--- config.mk ---
export PLATFORM = sky130hd
export DESIGN_NAME = dotclk_timing
export DESIGN_NICKNAME = d
export VERILOG_FILES = /design/src/rtl/dotclk_timing.sv
export SDC_FILE = /design/constraint.sdc
export NUM_CORES = 1
export LEC_CHECK = 0
export ABC_AREA = 1
export BUFFER_PORTS_ARGS = -buffer_cell sky130_fd_sc_hd__buf_2
export CORE_AREA = 2 2 60 56
export DETAILED_ROUTE_END_ITERATION = 16
export DIE_AREA = 0 0 62 58
export GPL_TIMING_DRIVEN = 0
export PLACE_DENSITY = 0.78
export REMOVE_ABC_BUFFERS = 1
export SLEW_MARGIN = 0
export SYNTH_ARGS = -nofsm -noshare
export SYNTH_HDL_FRONTEND = slang
export SYNTH_SLANG_ARGS = --single-unit
--- constraint.sdc ---
create_clock -name clk -period 4.6 [get_ports clk]
set_input_delay 0.92 -clock clk [delete_from_list [all_inputs] [get_ports clk]]
set_output_delay 0.92 -clock clk [all_outputs]
set_load 0.03 [all_outputs]
--- src/rtl/dotclk_timing.sv ---
module dotclk_timing #(
  parameter int H_ACTIVE = 960,
  parameter int H_SYNC   = 2,
  parameter int H_FRONT  = 1,
  parameter int H_BACK   = 67,
  parameter int PIX_CLKS = 3,
  parameter int V_ACTIVE = 240,
  parameter int V_SYNC   = 2,
  parameter int V_FRONT  = 1,
  parameter int V_BACK   = 16,
  localparam int CW = (H_ACTIVE > 1) ? $clog2(H_ACTIVE) : 1,
  localparam int LW = (V_ACTIVE > 1) ? $clog2(V_ACTIVE) : 1
) (
  input  logic          clk,
  input  logic          rst,
  input  logic          run,
  output logic          hsync_n,
  output logic          vsync_n,
  output logic          de,
  output logic          sof,
  output logic [CW-1:0] col,
  output logic [LW-1:0] line
);
  localparam int H_WAIT  = H_SYNC + PIX_CLKS * H_BACK;
  localparam int H_TOTAL = H_WAIT + H_FRONT + H_ACTIVE;
  localparam int V_WAIT  = V_SYNC + V_BACK;
  localparam int V_TOTAL = V_WAIT + V_FRONT + V_ACTIVE;
  localparam int HW = $clog2(H_TOTAL);
  localparam int VW = $clog2(V_TOTAL);

  logic [HW-1:0] hcnt;
  logic [VW-1:0] vcnt;
  logic h_last, v_last, h_win, v_win, live;

  assign live   = run & ~rst;
  assign h_last = hcnt == HW'(H_TOTAL - 1);
  assign v_last = vcnt == VW'(V_TOTAL - 1);

  always_ff @(posedge clk) begin
    if (rst || !run) begin
      hcnt <= '0;
      vcnt <= '0;
    end else begin
      hcnt <= h_last ? '0 : hcnt + 1'b1;
      if (h_last) vcnt <= v_last ? '0 : vcnt + 1'b1;
    end
  end

  assign h_win = (hcnt >= HW'(H_WAIT)) && (hcnt <= HW'(H_WAIT + H_ACTIVE - 1));
  assign v_win = (vcnt >= VW'(V_WAIT)) && (vcnt <= VW'(V_WAIT + V_ACTIVE - 1));

  assign hsync_n = ~(live && hcnt < HW'(H_SYNC));
  assign vsync_n = ~(live && vcnt < VW'(V_SYNC));
  assign de      = live & h_win & v_win;
  assign sof     = live && hcnt == '0 && vcnt == '0;
  assign col     = de ? CW'(hcnt - HW'(H_WAIT)) : '0;
  assign line    = de ? LW'(vcnt - VW'(V_WAIT)) : '0;
endmodule


# == Yosys cells after proc, flatten, opt, wreduce, memory -nomap -nowiden ==
# Index checks and enable logic that the tools add are counted.
# totals
wordCells,34
ff_bits,20
inputBits,3
# op_classes
n_reduce_logical,11
n_lt_le_gt_ge,6
muxes,3
add_sub_neg,4
n_bitwise,6
eq_ne,2
# ops
operator,count
"11-bit by 1-bit adder with 11-bit output, second input constant",1
"11-bit == test, second input constant",1
"11-bit by 8-bit >= comparator with 1-bit output, second input constant",1
"11-bit less-or-equal comparator, second input constant",1
11-bit zero test,1
"11-bit by 2-bit less-than comparator with 1-bit output, second input constant",1
10-bit two-way mux,1
"10-bit by 8-bit subtractor with 10-bit output, second input constant",1
"9-bit by 1-bit adder with 9-bit output, second input constant",1
"9-bit == test, second input constant",1
"9-bit by 5-bit >= comparator with 1-bit output, second input constant",1
"9-bit less-or-equal comparator, second input constant",1
9-bit zero test,1
"9-bit by 2-bit less-than comparator with 1-bit output, second input constant",1
9-bit two-way mux,1
8-bit two-way mux,1
"8-bit by 5-bit subtractor with 8-bit output, second input constant",1
1-bit logical AND,6
1-bit bitwise AND,3
1-bit inverter,3
2-bit OR reduction,1
1-bit zero test,1
1-bit logical OR,1

# == Longest topological paths before layout ==
# depth
ltp_word,5
ltp_mapped,10
mapped_depth_nobuf,9

# == Worst setup path before layout ==
# Ideal clock, no wire load.
# synth_timing
path_type,in2out
start,in run
end,out sof
arrival_ns,2.440
path_buffers,0
stages,6
required_ns,3.680
path_slack_ns,1.240
cell_sequence,inv_1 -> nor2_1 -> inv_1 -> nor3_1 -> nand3_1 -> nor4_1
# synth_via
elab_chain_cells,3
# synth_rtl
element,line_no,source
"start, declared",16,"input logic run,"
1-bit bitwise AND,35,assign live = run & ~rst;
1-bit logical AND (2 in series),55,assign sof = live && hcnt == '0 && vcnt == '0;
"end, declared",20,"output logic sof,"
# No other way between the ends.

# == Worst setup path after layout ==
# layout_timing
start,reg vcnt[1]
end,out col[6]
# layout_via
elab_chain_cells,4
word_cells_on_any_way,5
cone_classes,2 x order compare; 1 x mux; 1 x bitwise; 1 x reduce/logical
# layout_rtl
element,line_no,source
"start, declared",32,logic [VW-1:0] vcnt;
"start signal, assigned",45,if (h_last) vcnt <= v_last ? '0 : vcnt + 1'b1;
9-bit by 5-bit >= comparator with 1-bit output or 9-bit less-or-equal comparator (tied branches),50,assign v_win = (vcnt >= VW'(V_WAIT)) && (vcnt <= VW'(V_WAIT + V_ACTIVE - 1));
1-bit logical AND *,50,
1-bit bitwise AND *,54,assign de = live & h_win & v_win;
10-bit two-way mux *,56,assign col = de ? CW'(hcnt - HW'(H_WAIT)) : '0;
"end, declared",21,"output logic [CW-1:0] col,"
# Every way passes the cells marked *; elsewhere a longest branch is shown, timed or not.

==> flow_summary.yaml <==
floorplanning:
  std_cell_rows: 19
  start_util_pct: 58.1
  die_h_um: 58
  fp.dieW_um: 62
  core_mm2: 0.00297
  num_io_pins: 25
  die_area_mm2: 0.00360
clocking:
  numCtsBuffers: 3
  clock_latency_ns: 0.30
  cts_resized: 0
  cts_setup_buffers: 0
  holdBufCountCts: 0
  cts_root_buf: "clkbuf_4"
  htreeDepth: 1
  clock_path_buffers: 2
  clkSinkCount: 20
  cts_tree: "done"
  clk_pin_slew_ns: 0.12
drt:
  postRouteAntennaNets: 0
  drc: 0
  drtIter0Drc: 124
  post_drt_wl_per_cell_um: 11.4
  viasPerCell: 5.16
  route.vias.total: 1712
  drt_pass1_iterations: 5
  postRouteWirelength_um: 3790
cells_and_area:
  finalNetCount: 303
  drive_above_1_share_pct: 19.3
  antenna_cells: 0
  mostFrequentLayoutCell: "nand2_1"
  final_cell_mix: "nand2_1 (64), nor2_1 (37), inv_1 (31)"
  area_growth_pct: 8.19
global_route:
  grt_max_degree: 20
  grt_pass1_vias: 1461
  grt_antenna_before_repair: 0
  grt_pass1_wl_um: 6430
  grt_overflow: 0
  gr-usage-all-layers_pct: 23.3
timing:
  holdWs_ns: 0.519
  final_max_slew_viol_count: 0
  max_freq_mhz: 300
  setup_violations: 0
  hold_viol: 0
  rsz0062_at_grt: "no"
  fin_crit_sh_pct: 72.4
  skew_ns: 0.00989
  slew_headroom_pct: 68.1
  fin_setup_tns_ns: 0
  worst_pin_slew_ns: 0.477
  period_minus_slack_ns: 3.33
critical_path:
  crit_buf_inv: 2
  path_class: "flop to output port"
  r2r_slack_ns: 2.81
  r2r-end: "vcnt[2]$_SDFFE_PP0P_"
  crit_fanout: 19
  cp.arrival_ns: 2.41
  path_common_cell: "nand2_1"
  worstRegToRegCells: 8
  cp_top_family: "simple AND/OR/NAND/NOR gates"
  cp_slowest_cell: "dfxtp_1"
  cp.required_ns: 3.68
  startpoint_type: "flop"
  crit_end: "col[6]"
  crit_path_start: "vcnt[1]$_SDFFE_PP0P_"
  r2r-start: "hcnt[1]$_SDFF_PP0_"
  path_cells: "inv_1 -> ha_1 -> nand2_2 -> nand2_1 -> nand3_1 -> nand2_1 -> nor2_4 -> nand3_4 -> nor2_1 -> buf_2"
  critPathMaxStageDelay_ns: 0.46
  crit_cells: 10
  end_kind: "output port"
placed_design:
  place.gp.congestion: 0.911
  dp_hpwl_um: 2890
  portBuffers: 24
synth:
  async_reset_ff_share_pct: 0
  syn_area_mm2: 0.00173
  ys_seq_area_share_pct: 23.2
  netlist_instances: 270
  synth_area_leaders: "dfxtp_1 (23%), nand2_1 (14%), nor2_1 (8.0%)"
  synth_top_area_share_pct: 23.2
  yosys.cell_types.count: 28
  synth_edf_count: 0
  ys_ff_latch: 20
  avgSynthCellArea_um2: 6.40
  synthFlopType: "dfxtp_1"
  yosys_warnings: 0
  yosysTopAreaCell: "dfxtp_1"
pwr:
  ir_drop_uv: 100
  p_leak_nw: 0.969
  power_frac_comb_pct: 5.4
  swShare_pct: 23.1
  intPower_mw: 0.227
  p_per_area_mw_per_mm2: 158
  p_sw_mw: 0.0681
  pwr-share-clk_pct: 35.1
  pwr-share-seq_pct: 59.5
hold_path:
  hp-class: "flop to flop"
run_status:
  status: "finished, final reports clean"
run:
  cap_violations: 0
-- routing by layer --
| metal | up-vias | share of wire (%) | global-route usage [%] |
|---|---|---|---|
| met4 | 0 | 0.92 | 6.08 |
| li1 | 886 | - | - |
| met5 | - | 0 | 0 |
| met2 | 71 | 43 | 35.1 |
| met3 | 7 | 7.2 | 2.68 |
| met1 | 748 | 49 | 34.9 |
-- logic make-up after synthesis --
kind of cell	Yosys count	share of synthesized area [%]
compound gates	22	6.74
xor+xnor	13	6.59
fa+ha+maj	9	6.52
buf+inv	44	11.9
flops	20	23.2
simple gates	162	45.1
-- cell usage after synthesis (2+ instances only) --
cell	count
nor2_1	37
nand3_1	22
dfxtp_1	20
nand2_2	5
nand2_1	64
nand4_1	7
o21ai_0	7
nor2_2	9
nor3_1	6
inv_2	4
xor2_1	12
ha_1	9
buf_6	2
a21oi_1	12
o21a_1	2
buf_2	3
nor2_4	7
buf_4	2
inv_1	31
-- area by class of cell --
type	instances	area, µm²
multi-input cells	206	1120
well taps	42	52.6
flip-flops and latches	20	400
clock buffers	4	36.3
fillers	319	1100
repair buffers	24	120
inverters	36	138
-- state kept, by name (all words and copies together), names as in the netlist --
signal  count
hcnt       11
vcnt        9
-- power by group through the flow --
| stage | clock network [mW] | registers [mW] | logic, mW |
|---|---|---|---|
| 2_1_floorplan | 0 | 0.179 | 0.0113 |
| 3_5_place_dp | 0 | 0.179 | 0.0160 |
| 5_1_grt | 0.114 | 0.176 | 0.0178 |
| 4_1_cts | 0.108 | 0.175 | 0.0161 |
| 6_report | 0.103 | 0.175 | 0.0160 |
| 3_3_place_gp | 0 | 0.179 | 0.0158 |
-- worst min-delay path by stage --
stage | startpoint | endpoint | slack [ns] | depth (start not counted)
floorplan | hcnt[0]$_SDFF_PP0_ | hcnt[0]$_SDFF_PP0_ | 0.44 | 1
global placement | hcnt[0]$_SDFF_PP0_ | hcnt[0]$_SDFF_PP0_ | 0.49 | 1
detailed placement | hcnt[0]$_SDFF_PP0_ | hcnt[0]$_SDFF_PP0_ | 0.50 | 1
CTS | hcnt[0]$_SDFF_PP0_ | hcnt[0]$_SDFF_PP0_ | 0.53 | 1
global route | hcnt[0]$_SDFF_PP0_ | hcnt[0]$_SDFF_PP0_ | 0.55 | 1
finish | hcnt[0]$_SDFF_PP0_ | hcnt[0]$_SDFF_PP0_ | 0.52 | 1
-- stage by stage --
stage | std cells | power (mW) | area [µm²] | setup slack (ns) | util (%)
after floorplan | 262 | 0.190 | 1660 | 1.24 | -
after global placement | 328 | 0.195 | 1830 | 1.39 | 61.6
after detailed placement | 328 | 0.195 | 1830 | 1.40 | 61.6
after CTS | 332 | 0.299 | 1870 | 1.24 | 62.9
after global routing | 332 | 0.307 | 1870 | 1.05 | 62.9
final | 332 | 0.295 | 1870 | 1.27 | 62.9
Note: power is estimated with default switching activity, not from simulation.
